File: src/rtl/cm_pkg.sv
package cm_pkg;
    parameter int MEM_WORDS = 32;
    parameter int WORD_W    = 16;
    localparam int ADDR_W   = $clog2(MEM_WORDS);

    typedef logic [WORD_W-1:0] word_t;
    typedef logic [ADDR_W-1:0] addr_t;

    typedef enum logic [1:0] {
        OP_HALT = 2'd0,
        OP_INC  = 2'd1,
        OP_DEC  = 2'd2,
        OP_JZ   = 2'd3
    } op_e;

    typedef enum logic [2:0] {
        S_IDLE,
        S_FETCH,
        S_DECODE,
        S_OPADDR,
        S_OPREAD,
        S_EXEC,
        S_JZTGT,
        S_HALTED
    } state_e;

    typedef struct packed {
        logic  en;
        addr_t addr;
        word_t data;
    } wr_req_t;

    // Any word outside the four defined codes is treated as a stop.
    function automatic op_e decode_op(word_t w);
        if (w > word_t'(3)) return OP_HALT;
        return op_e'(w[1:0]);
    endfunction

    function automatic logic is_write_op(op_e op);
        return (op == OP_INC) || (op == OP_DEC);
    endfunction
endpackage

File: src/rtl/cm_store.sv
module cm_store
    import cm_pkg::*;
#(
    parameter int DEPTH = MEM_WORDS,
    parameter int WIDTH = WORD_W,
    localparam int AW   = $clog2(DEPTH)
) (
    input  logic             clk,
    input  logic             we,
    input  logic [AW-1:0]    waddr,
    input  logic [WIDTH-1:0] wdata,
    input  logic [AW-1:0]    raddr,
    output logic [WIDTH-1:0] rdata,
    input  logic [AW-1:0]    paddr,
    output logic [WIDTH-1:0] pdata
);
    logic [WIDTH-1:0] cells [DEPTH];

    always_ff @(posedge clk) begin
        if (we) cells[waddr] <= wdata;
        rdata <= cells[raddr];
        pdata <= cells[paddr];
    end
endmodule

File: src/rtl/cm_step.sv
module cm_step
    import cm_pkg::*;
#(
    parameter int WIDTH = WORD_W
) (
    input  op_e              op,
    input  logic [WIDTH-1:0] val,
    output logic [WIDTH-1:0] res
);
    localparam logic [WIDTH-1:0] ONE  = {{(WIDTH-1){1'b0}}, 1'b1};
    localparam logic [WIDTH-1:0] ZERO = '0;

    always_comb begin
        unique case (op)
            OP_INC:  res = val + ONE;
            OP_DEC:  res = (val == ZERO) ? ZERO : val - ONE;
            default: res = val;
        endcase
    end
endmodule

File: src/rtl/cm_seq.sv
module cm_seq
    import cm_pkg::*;
(
    input  logic   clk,
    input  logic   rst,
    input  logic   start,
    input  word_t  rdata,
    output addr_t  raddr,
    output state_e state,
    output addr_t  pc,
    output op_e    op,
    output addr_t  reg_num,
    output word_t  scratch,
    output logic   wr_en
);
    state_e state_q;
    addr_t  pc_q;
    op_e    op_q;
    addr_t  reg_q;
    word_t  scr_q;
    op_e    dec_op;

    assign dec_op = decode_op(rdata);

    // Read address: the program counter, except when the register-number
    // word just returned must be used as an indirect address.
    always_comb begin
        raddr = pc_q;
        if (state_q == S_OPADDR) raddr = rdata[ADDR_W-1:0];
    end

    assign wr_en   = (state_q == S_EXEC) && is_write_op(op_q);
    assign state   = state_q;
    assign pc      = pc_q;
    assign op      = op_q;
    assign reg_num = reg_q;
    assign scratch = scr_q;

    always_ff @(posedge clk) begin
        if (rst) begin
            state_q <= S_IDLE;
            pc_q    <= '0;
            op_q    <= OP_HALT;
            reg_q   <= '0;
            scr_q   <= '0;
        end else begin
            unique case (state_q)
                S_IDLE: begin
                    if (start) begin
                        pc_q    <= '0;
                        state_q <= S_FETCH;
                    end
                end
                S_FETCH: begin
                    pc_q    <= pc_q + addr_t'(1);
                    state_q <= S_DECODE;
                end
                S_DECODE: begin
                    op_q <= dec_op;
                    if (dec_op == OP_HALT) begin
                        state_q <= S_HALTED;
                    end else begin
                        pc_q    <= pc_q + addr_t'(1);
                        state_q <= S_OPADDR;
                    end
                end
                S_OPADDR: begin
                    reg_q   <= rdata[ADDR_W-1:0];
                    state_q <= S_OPREAD;
                end
                S_OPREAD: begin
                    scr_q   <= rdata;
                    state_q <= S_EXEC;
                end
                S_EXEC: begin
                    if (op_q == OP_JZ) begin
                        if (scr_q != '0) begin
                            pc_q    <= pc_q + addr_t'(1);
                            state_q <= S_FETCH;
                        end else begin
                            state_q <= S_JZTGT;
                        end
                    end else begin
                        state_q <= S_FETCH;
                    end
                end
                S_JZTGT: begin
                    pc_q    <= rdata[ADDR_W-1:0];
                    state_q <= S_FETCH;
                end
                default: state_q <= S_HALTED;
            endcase
        end
    end
endmodule

File: src/rtl/counter_machine.sv
module counter_machine
    import cm_pkg::*;
(
    input  logic        clk,
    input  logic        rst,
    input  logic        ld_en,
    input  logic [4:0]  ld_addr,
    input  logic [15:0] ld_data,
    input  logic        start,
    output logic        done,
    input  logic [4:0]  peek_addr,
    output logic [15:0] peek_data
);
    state_e  state;
    addr_t   pc;
    op_e     op;
    addr_t   reg_num;
    word_t   scratch;
    word_t   rdata;
    addr_t   raddr;
    word_t   step_res;
    logic    seq_we;
    logic    host_we;
    wr_req_t wr;

    cm_seq u_seq (
        .clk     (clk),
        .rst     (rst),
        .start   (start),
        .rdata   (rdata),
        .raddr   (raddr),
        .state   (state),
        .pc      (pc),
        .op      (op),
        .reg_num (reg_num),
        .scratch (scratch),
        .wr_en   (seq_we)
    );

    cm_step #(.WIDTH(WORD_W)) u_step (
        .op  (op),
        .val (scratch),
        .res (step_res)
    );

    assign host_we = ld_en && (state == S_IDLE);

    always_comb begin
        wr.en   = seq_we | host_we;
        wr.addr = seq_we ? reg_num  : addr_t'(ld_addr);
        wr.data = seq_we ? step_res : word_t'(ld_data);
    end

    cm_store #(.DEPTH(MEM_WORDS), .WIDTH(WORD_W)) u_store (
        .clk   (clk),
        .we    (wr.en),
        .waddr (wr.addr),
        .wdata (wr.data),
        .raddr (raddr),
        .rdata (rdata),
        .paddr (addr_t'(peek_addr)),
        .pdata (peek_data)
    );

    assign done = (state == S_HALTED);
endmodule

File: config.mk
export PLATFORM = sky130hd
export DESIGN_NAME = counter_machine
export DESIGN_NICKNAME = d
export VERILOG_FILES = /design/src/rtl/cm_pkg.sv /design/src/rtl/cm_store.sv /design/src/rtl/cm_step.sv /design/src/rtl/cm_seq.sv /design/src/rtl/counter_machine.sv
export SDC_FILE = /design/constraint.sdc
export NUM_CORES = 1
export LEC_CHECK = 0
export BUFFER_PORTS_ARGS = -buffer_cell sky130_fd_sc_hd__buf_2
export CAP_MARGIN = 30
export CORE_MARGIN = 10
export CORE_UTILIZATION = 55
export CTS_BUF_LIST = sky130_fd_sc_hd__clkbuf_8
export DETAILED_ROUTE_END_ITERATION = 12
export PLACE_DENSITY_LB_ADDON = 0.12
export SLEW_MARGIN = 5
export SYNTH_ARGS = -nofsm -noshare
export SYNTH_HDL_FRONTEND = slang
export SYNTH_HIERARCHICAL = 1
export SYNTH_SLANG_ARGS = --single-unit
File: constraint.sdc
create_clock -name clk -period 6.91 [get_ports clk]
set_input_delay 0.3455 -clock clk [delete_from_list [all_inputs] [get_ports clk]]
set_output_delay 0.3455 -clock clk [all_outputs]
set_load 0.02 [all_outputs]
==> flow_summary.yaml, run 1 <==
run_status:
  outcome: "finished clean"
clocking:
  clk_latency_ns: 0.70
  htree_levels: 3
  cts.sinks: 575
  postCtsSetupRepairBufs: 0
  hold_buffers: 0
  root_buffer: "clkbuf_8"
  numCtsBuffers: 96
  clk_pin_slew_worst_paths_ns: 0.06
  clk_path_buf_depth: 3
  cts_resized: 0
  cts_tree: "done"
detailed_routing:
  drt_iter0_drc: 2331
  first_pass_iters: 5
  wire_per_inst_um: 31.2
  drc_errors: 0
  drt_wl_total_um: 89900
  viasPerCell: 6.78
  ant_nets: 0
  via_count: 19500
layout:
  layout_common_cells: "mux2i_1 (513), edfxtp_1 (512), a22oi_1 (131)"
  drive_above_1_share_pct: 13.3
  syn2layout_area_growth_pct: 8.42
  fin_area_um2: 30600
  diodes: 0
  final_common_cell: "mux2i_1"
  utilization_pct: 60.6
  final_nets: 2170
  fillers: 3970
global_routing:
  grt_pass1_vias: 18800
  grt_max_degree: 87
  grt_antenna_before_repair: 3
  grt_use_total_pct: 29.0
  grt_overflow: 0
  grt_pass1_wl_um: 129000
die:
  core.rowCount: 82
  fp.dieArea_um2: 60800
  die_h_um: 247
  dieWidth_um: 247
  pin_count: 47
  initial_core_util_pct: 55.9
  core_region_area_um2: 50500
sta:
  slew_headroom_pct: 32.5
  hold_violations: 0
  worst_pin_slew_ns: 1.01
  setup_viol: 0
  min_period_over_period_pct: 60.2
  layout_setup_ws_ns: 2.75
  fin_skew_ns: 0.0359
  fmax_mhz: 240
  drv_slew: 0
  layout_min_cycle_time_ns: 4.16
  finalSetupTns_ns: 0
  rsz0062_at_grt: "no"
setup_path:
  cp_max_fo: 41
  cp-start-kind: "register"
  end_kind: "register"
  crit_arrival_ns: 4.78
  worstSetupPathType: "register to register"
  required_ns: 7.53
synth:
  synth.distinct_cells: 66
  synthArstFlopShare_pct: 0
  yosys_most_used_dff: "edfxtp_1"
  synth_seq_cells: 575
  synth_warnings: 6
  synth_area_um2: 28200
  syn_nets: 2147
  synth_cells: 2110
  yosysSeqAreaShare_pct: 58.9
  synth_edf_count: 512
  syn_avg_cell_area_um2: 13.4
power:
  vdd_drop_max_v: 0.000266
  power_density_nw_per_um2: 315
  p_leak_nw: 10.6
placement:
  place_hpwl_um: 57300
  io_buffers: 46
  place_ws_ns: 2.85
  post_dp_cell_area_um2: 28700
  routabilityCongestion: 0.947
job:
  drv_cap: 0
min_path:
  min_path_type: "input port to register"
sequential cells by signal, summed over array words and instances (netlist names):
| register | flops |
|---|---|
| u_seq/op | 2 |
| u_seq/pc | 5 |
| u_seq/reg_num | 5 |
| u_seq/scratch | 16 |
| u_seq/state | 3 |
| u_store/cells | 512 |
| u_store/pdata | 16 |
| u_store/rdata | 16 |
stage by stage:
step	hold slack [ns]	cells	power, W
after floorplan	0.429	2110	0.00601
after global placement	0.452	2681	0.00677
after detailed placement	0.454	2696	0.00681
after CTS	0.00107	2871	0.00958
after global routing	0.0185	2882	0.00994
final	0.0459	2882	0.00965
cell families after synthesis:
kind of cell / count (synthesis) / share of synthesized area (%)
AO/OA/AOI/OAI: 391 / 9.66
XOR/XNOR: 3 / 0.0931
adder cells (fa/ha/maj): 7 / 0.310
buffers and inverters: 177 / 4.42
flip-flops: 575 / 58.9
multiplexers: 535 / 19.1
AND/OR/NAND/NOR: 422 / 7.50
power breakdown:
| part | internal (W) | leakage (nW) | switching (W) |
|---|---|---|---|
| sequential | 0.00391 | 5.13 | 0.000157 |
| combinational | 0.000944 | 4.47 | 0.00184 |
| clock | 0.00143 | 1.02 | 0.00137 |
worst paths after layout:
check                                   start                            end  slack (ns)  depth (start not counted)
setup / recovery  u_seq/state[2]$_SDFFE_PP0P_      u_store/rdata[11]$_DFF_P_        2.75                          9
hold / removal                          start    u_seq/state[2]$_SDFFE_PP0P_        0.05                          3
setup reg to reg  u_seq/state[2]$_SDFFE_PP0P_      u_store/rdata[11]$_DFF_P_        2.75                          9
hold reg to reg      u_store/rdata[7]$_DFF_P_  u_seq/scratch[7]$_SDFFE_PP0P_        0.46                          2
per-layer routing:
layer	track usage (%)	up-vias	wire length [um]
met1	38.4	9791	34800
met2	45.1	1199	41200
met4	13.2	6	4620
met3	6.36	231	9190
met5	0	-	41
li1	-	8321	-
synthesized netlist by cell type (13+ instances only):
cell	count	share of area, %
mux2i_1	513	18
edfxtp_1	512	54
a22oi_1	131	3.5
nand2_1	131	1.7
a21oi_1	103	1.8
nand3_1	82	1.5
a22o_1	64	2.0
dfxtp_1	63	4.5
nor2_1	51	0.68
buf_2	47	0.83
nor3_1	43	0.76
buf_4	42	1.1
clkbuf_1	40	0.53
nand4_1	40	0.89
a31oi_1	35	0.78
mux2_2	22	0.88
buf_6	21	0.84
o21ai_0	18	0.32
nor4_1	13	0.29
critical path, cell delays in order, from the launching register on:
cell and delay [ns]:
dfxtp_1 0.71, nor2b_1 0.16, nand2_1 0.32, nand2_1 0.16, nand2_4 0.64, buf_4 0.73
mux2i_1 0.20, a22oi_1 0.46, nand4_1 0.42, nand3_1 0.23
area by class of cell:
type                            instances  area, um^2  area share, %
Multi-Input combinational cell       1358       10500           34.2
Timing Repair Buffer                   93         867           2.83
Sequential cell                       575       16600           54.4
Inverter                                9        33.8          0.110
Clock buffer                          102        1400           4.59
Clock inverter                         73         358           1.17
Tap cell                              672         841           2.75
Note: power is estimated with default switching activity, not from simulation.
==> inputs of run 2 (changes only) <==
--- a/config.mk
+++ b/config.mk
@@ -5,6 +5,7 @@
 export SDC_FILE = /design/constraint.sdc
 export NUM_CORES = 1
 export LEC_CHECK = 0
+export ABC_AREA = 1
 export BUFFER_PORTS_ARGS = -buffer_cell sky130_fd_sc_hd__buf_2
 export CAP_MARGIN = 30
 export CORE_MARGIN = 10
==> constraint.sdc (replaced) <==
create_clock -name clk -period 3.8 [get_ports clk]
set_input_delay 0.19 -clock clk [delete_from_list [all_inputs] [get_ports clk]]
set_output_delay 0.19 -clock clk [all_outputs]
set_load 0.02 [all_outputs]
==> run 2 against run 1 <==
Core utilization shrank 0.59 points. Count of clock-buffer cells in the layout is the same. Clock power grew 83%. Fmax grew 32%. Clock skew grew 0.0043 ns. Die area grew 5.9%. Sequential share of layout area shrank 3.0 points. Worst setup slack lost 2.1 ns. First-iteration DRC count grew 60%. Via count grew 37%. Critical path type unchanged. Critical endpoint is now u_store/rdata[13]$_DFF_P_. Highest routed layer is now met4.
==> flow_summary.yaml, run 2 <==
layout:
  layout_common_cells: "nand2_1 (1627), nand3_1 (812), edfxtp_1 (512)"
  regMostFlops: "u_store/cells"
  syn2layout_area_growth_pct: 7.79
  final_nets: 3624
  drive_above_1_share_pct: 8.97
  final_common_cell: "nand2_1"
  largest_reg_flops: 512
synth:
  syn_nets: 3615
  syn_avg_cell_area_um2: 8.39
  synth_cells: 3578
  synth_warnings: 6
  synthArstFlopShare_pct: 0
  synth_seq_cells: 575
  synthTopCellsByArea: "edfxtp_1 (51%), nand2_1 (21%), nand3_1 (14%)"
  synth.most_common_cell: "nand2_1"
  yosys_most_used_dff: "edfxtp_1"
  synth_edf_count: 512
  yosys.area.top_type: "edfxtp_1"
  synth_area_um2: 30000
  yosysSeqAreaShare_pct: 55.4
  yosys.area.top_type_share_pct: 51.2
  synth.distinct_cells: 36
  synth_common_cells: "nand2_1 (1641), nand3_1 (812), edfxtp_1 (512)"
global_routing:
  gr-usage-met1_pct: 43.1
  grt_max_degree: 132
  globalRouteMet3Util_pct: 6.60
  grt_overflow: 0
  use_met2_pct: 49.1
  grt_use_total_pct: 32.0
  grt_pass1_vias: 24700
  grt_antenna_before_repair: 2
  grt_most_used_layer: "met2"
  grt_pass1_wl_um: 155000
sta:
  fin_skew_ns: 0.0402
  hold_violations: 0
  drv_slew: 0
  slew_headroom_pct: 31.3
  finalSetupTns_ns: 0
  fmax_mhz: 318
  layout_min_cycle_time_ns: 3.15
  worst_pin_slew_ns: 1.03
  min_period_over_period_pct: 82.8
  setup_viol: 0
  layout_setup_ws_ns: 0.652
  rsz0062_at_grt: "no"
detailed_routing:
  drt_iter0_drc: 3728
  viasPerCell: 6.13
  first_pass_iters: 6
  drc_errors: 0
  drt_wl_total_um: 105000
  ant_nets: 0
  via_count: 26800
  wire_per_inst_um: 24.0
min_path:
  hold_path_end: "u_store/cells[0][13]$_DFFE_PP_"
  hp-start: "ld_data[13]"
  min_path_type: "input port to register"
  whs_path_depth: 4
power:
  power_frac_seq_pct: 38.2
  combPwrFrac_pct: 35.4
  internal_power_w: 0.0115
  clkPwrFrac_pct: 26.4
  vdd_drop_max_v: 0.000429
  swShare_pct: 40.8
  p_sw_w: 0.00790
  power_density_nw_per_um2: 598
  p_leak_nw: 13.4
die:
  initial_core_util_pct: 55.7
  fp.dieArea_um2: 64300
  core.rowCount: 85
  die_h_um: 254
  pin_count: 47
  core_region_area_um2: 53900
  dieWidth_um: 254
placement:
  place_hpwl_um: 65200
  io_buffers: 46
  place_ws_ns: 0.741
  routabilityCongestion: 0.988
setup_path:
  r2r_cells: 14
  required_ns: 4.45
  crit_arrival_ns: 3.80
  reg2reg_to: "u_store/rdata[13]$_DFF_P_"
  rr_startpoint: "u_seq/state[0]$_SDFFE_PP0P_"
  r2r_slack_ns: 0.65
  end_kind: "register"
  cp-start-kind: "register"
  worstSetupPathType: "register to register"
  cp_max_fo: 32
clocking:
  postCtsSetupRepairBufs: 0
  hold_buffers: 3
  clk_path_buf_depth: 3
  cts.sinks: 575
  cts_resized: 0
  numCtsBuffers: 96
  clk_pin_slew_worst_paths_ns: 0.06
  htree_levels: 3
  cts_tree: "done"
  root_buffer: "clkbuf_8"
  clk_latency_ns: 0.72
run_status:
  outcome: "finished clean"
job:
  drv_cap: 0
run 2: cell types whose count changed after synthesis, moves of 26 or more:
cell     before   now
nand3_1      82   812
buf_6        21    64
inv_1         9    49
mux2i_1     513     0
a21oi_1     103    21
nand4_1      40    14
a31oi_1      35     4
nor3_1       43     0
nand2_1     131  1641
a22o_1       64     0
nor2_1       51   143
a22oi_1     131     2
run 2: area by class of cell:
cell class	count	area, um^2
Clock inverter	77	358
Sequential cell	575	16600
Antenna cell	1	2.50
Timing Repair Buffer	144	1250
Multi-Input combinational cell	2708	11600
Inverter	62	253
Fill cell	4705	21600
Tap cell	696	871
Clock buffer	102	1400
run 2: per-stage QoR:
stage	cell area, um^2	hold slack, ns	utilization [%]	power (W)	std cells
5_1_grt	32400	0.0978	60.0	0.0202	4365
6_report	32400	0.103	60.0	0.0194	4365
2_1_floorplan	30000	0.259	-	0.0120	3578
4_1_cts	32300	0.0948	59.9	0.0192	4362
3_3_place_gp	30500	0.457	56.5	0.0141	4178
3_5_place_dp	30500	0.460	56.6	0.0142	4180
run 2: worst max-delay path, stage by stage, from the launching register on:
cell and delay, ns:
dfxtp_1 0.51, nand2_1 0.11, nor2_1 0.29, buf_4 0.23, inv_2 0.08, nand2_1 0.10, nand2_4 0.30, inv_2 0.15
buf_4 0.42, nand3_1 0.32, nand2_1 0.24, nand2_1 0.07, nand2_1 0.07, nand2_1 0.10, nand2_1 0.10
run 2: worst max-delay path by stage:
stage	slack, ns	startpoint	cells past startpoint	end
detailed placement	0.74	u_seq/state[0]$_SDFFE_PP0P_	14	u_store/rdata[13]$_DFF_P_
global placement	0.74	u_seq/state[2]$_SDFFE_PP0P_	9	u_store/rdata[6]$_DFF_P_
floorplan	1.08	u_seq/state[0]$_SDFFE_PP0P_	10	u_store/cells[0][0]$_DFFE_PP_
global route	0.57	u_seq/state[1]$_SDFFE_PP0P_	13	u_store/rdata[13]$_DFF_P_
CTS	0.75	u_seq/state[0]$_SDFFE_PP0P_	14	u_store/rdata[13]$_DFF_P_
finish	0.65	u_seq/state[0]$_SDFFE_PP0P_	14	u_store/rdata[13]$_DFF_P_
run 2: power by group through the flow:
stage / Combinational, W / Clock, W / Sequential (W)
2_1_floorplan: 0.00463 / 0 / 0.00740
3_3_place_gp: 0.00657 / 0 / 0.00752
3_5_place_dp: 0.00663 / 0 / 0.00752
4_1_cts: 0.00666 / 0.00516 / 0.00739
5_1_grt: 0.00734 / 0.00547 / 0.00742
6_report: 0.00686 / 0.00511 / 0.00740
run 2: cells by family (layout without fill, tap and decap cells):
group                    after synthesis  after routing  share of synthesized area [%]
AO/OA/AOI/OAI                         72             72                           1.27
AND/OR/NAND/NOR                     2626           2626                           36.5
XOR/XNOR                               3              3                         0.0875
flip-flops                           575            575                           55.4
other                                  0              1                              0
buffers and inverters                295            385                           6.42
adder cells (fa/ha/maj)                7              7                          0.292
run 2: metal layers:
metal / up-vias / wire [um]
li1: 12000 / -
met1: 12600 / 40100
met2: 1875 / 46500
met3: 281 / 13000
met4: 0 / 5060
met5: - / 0
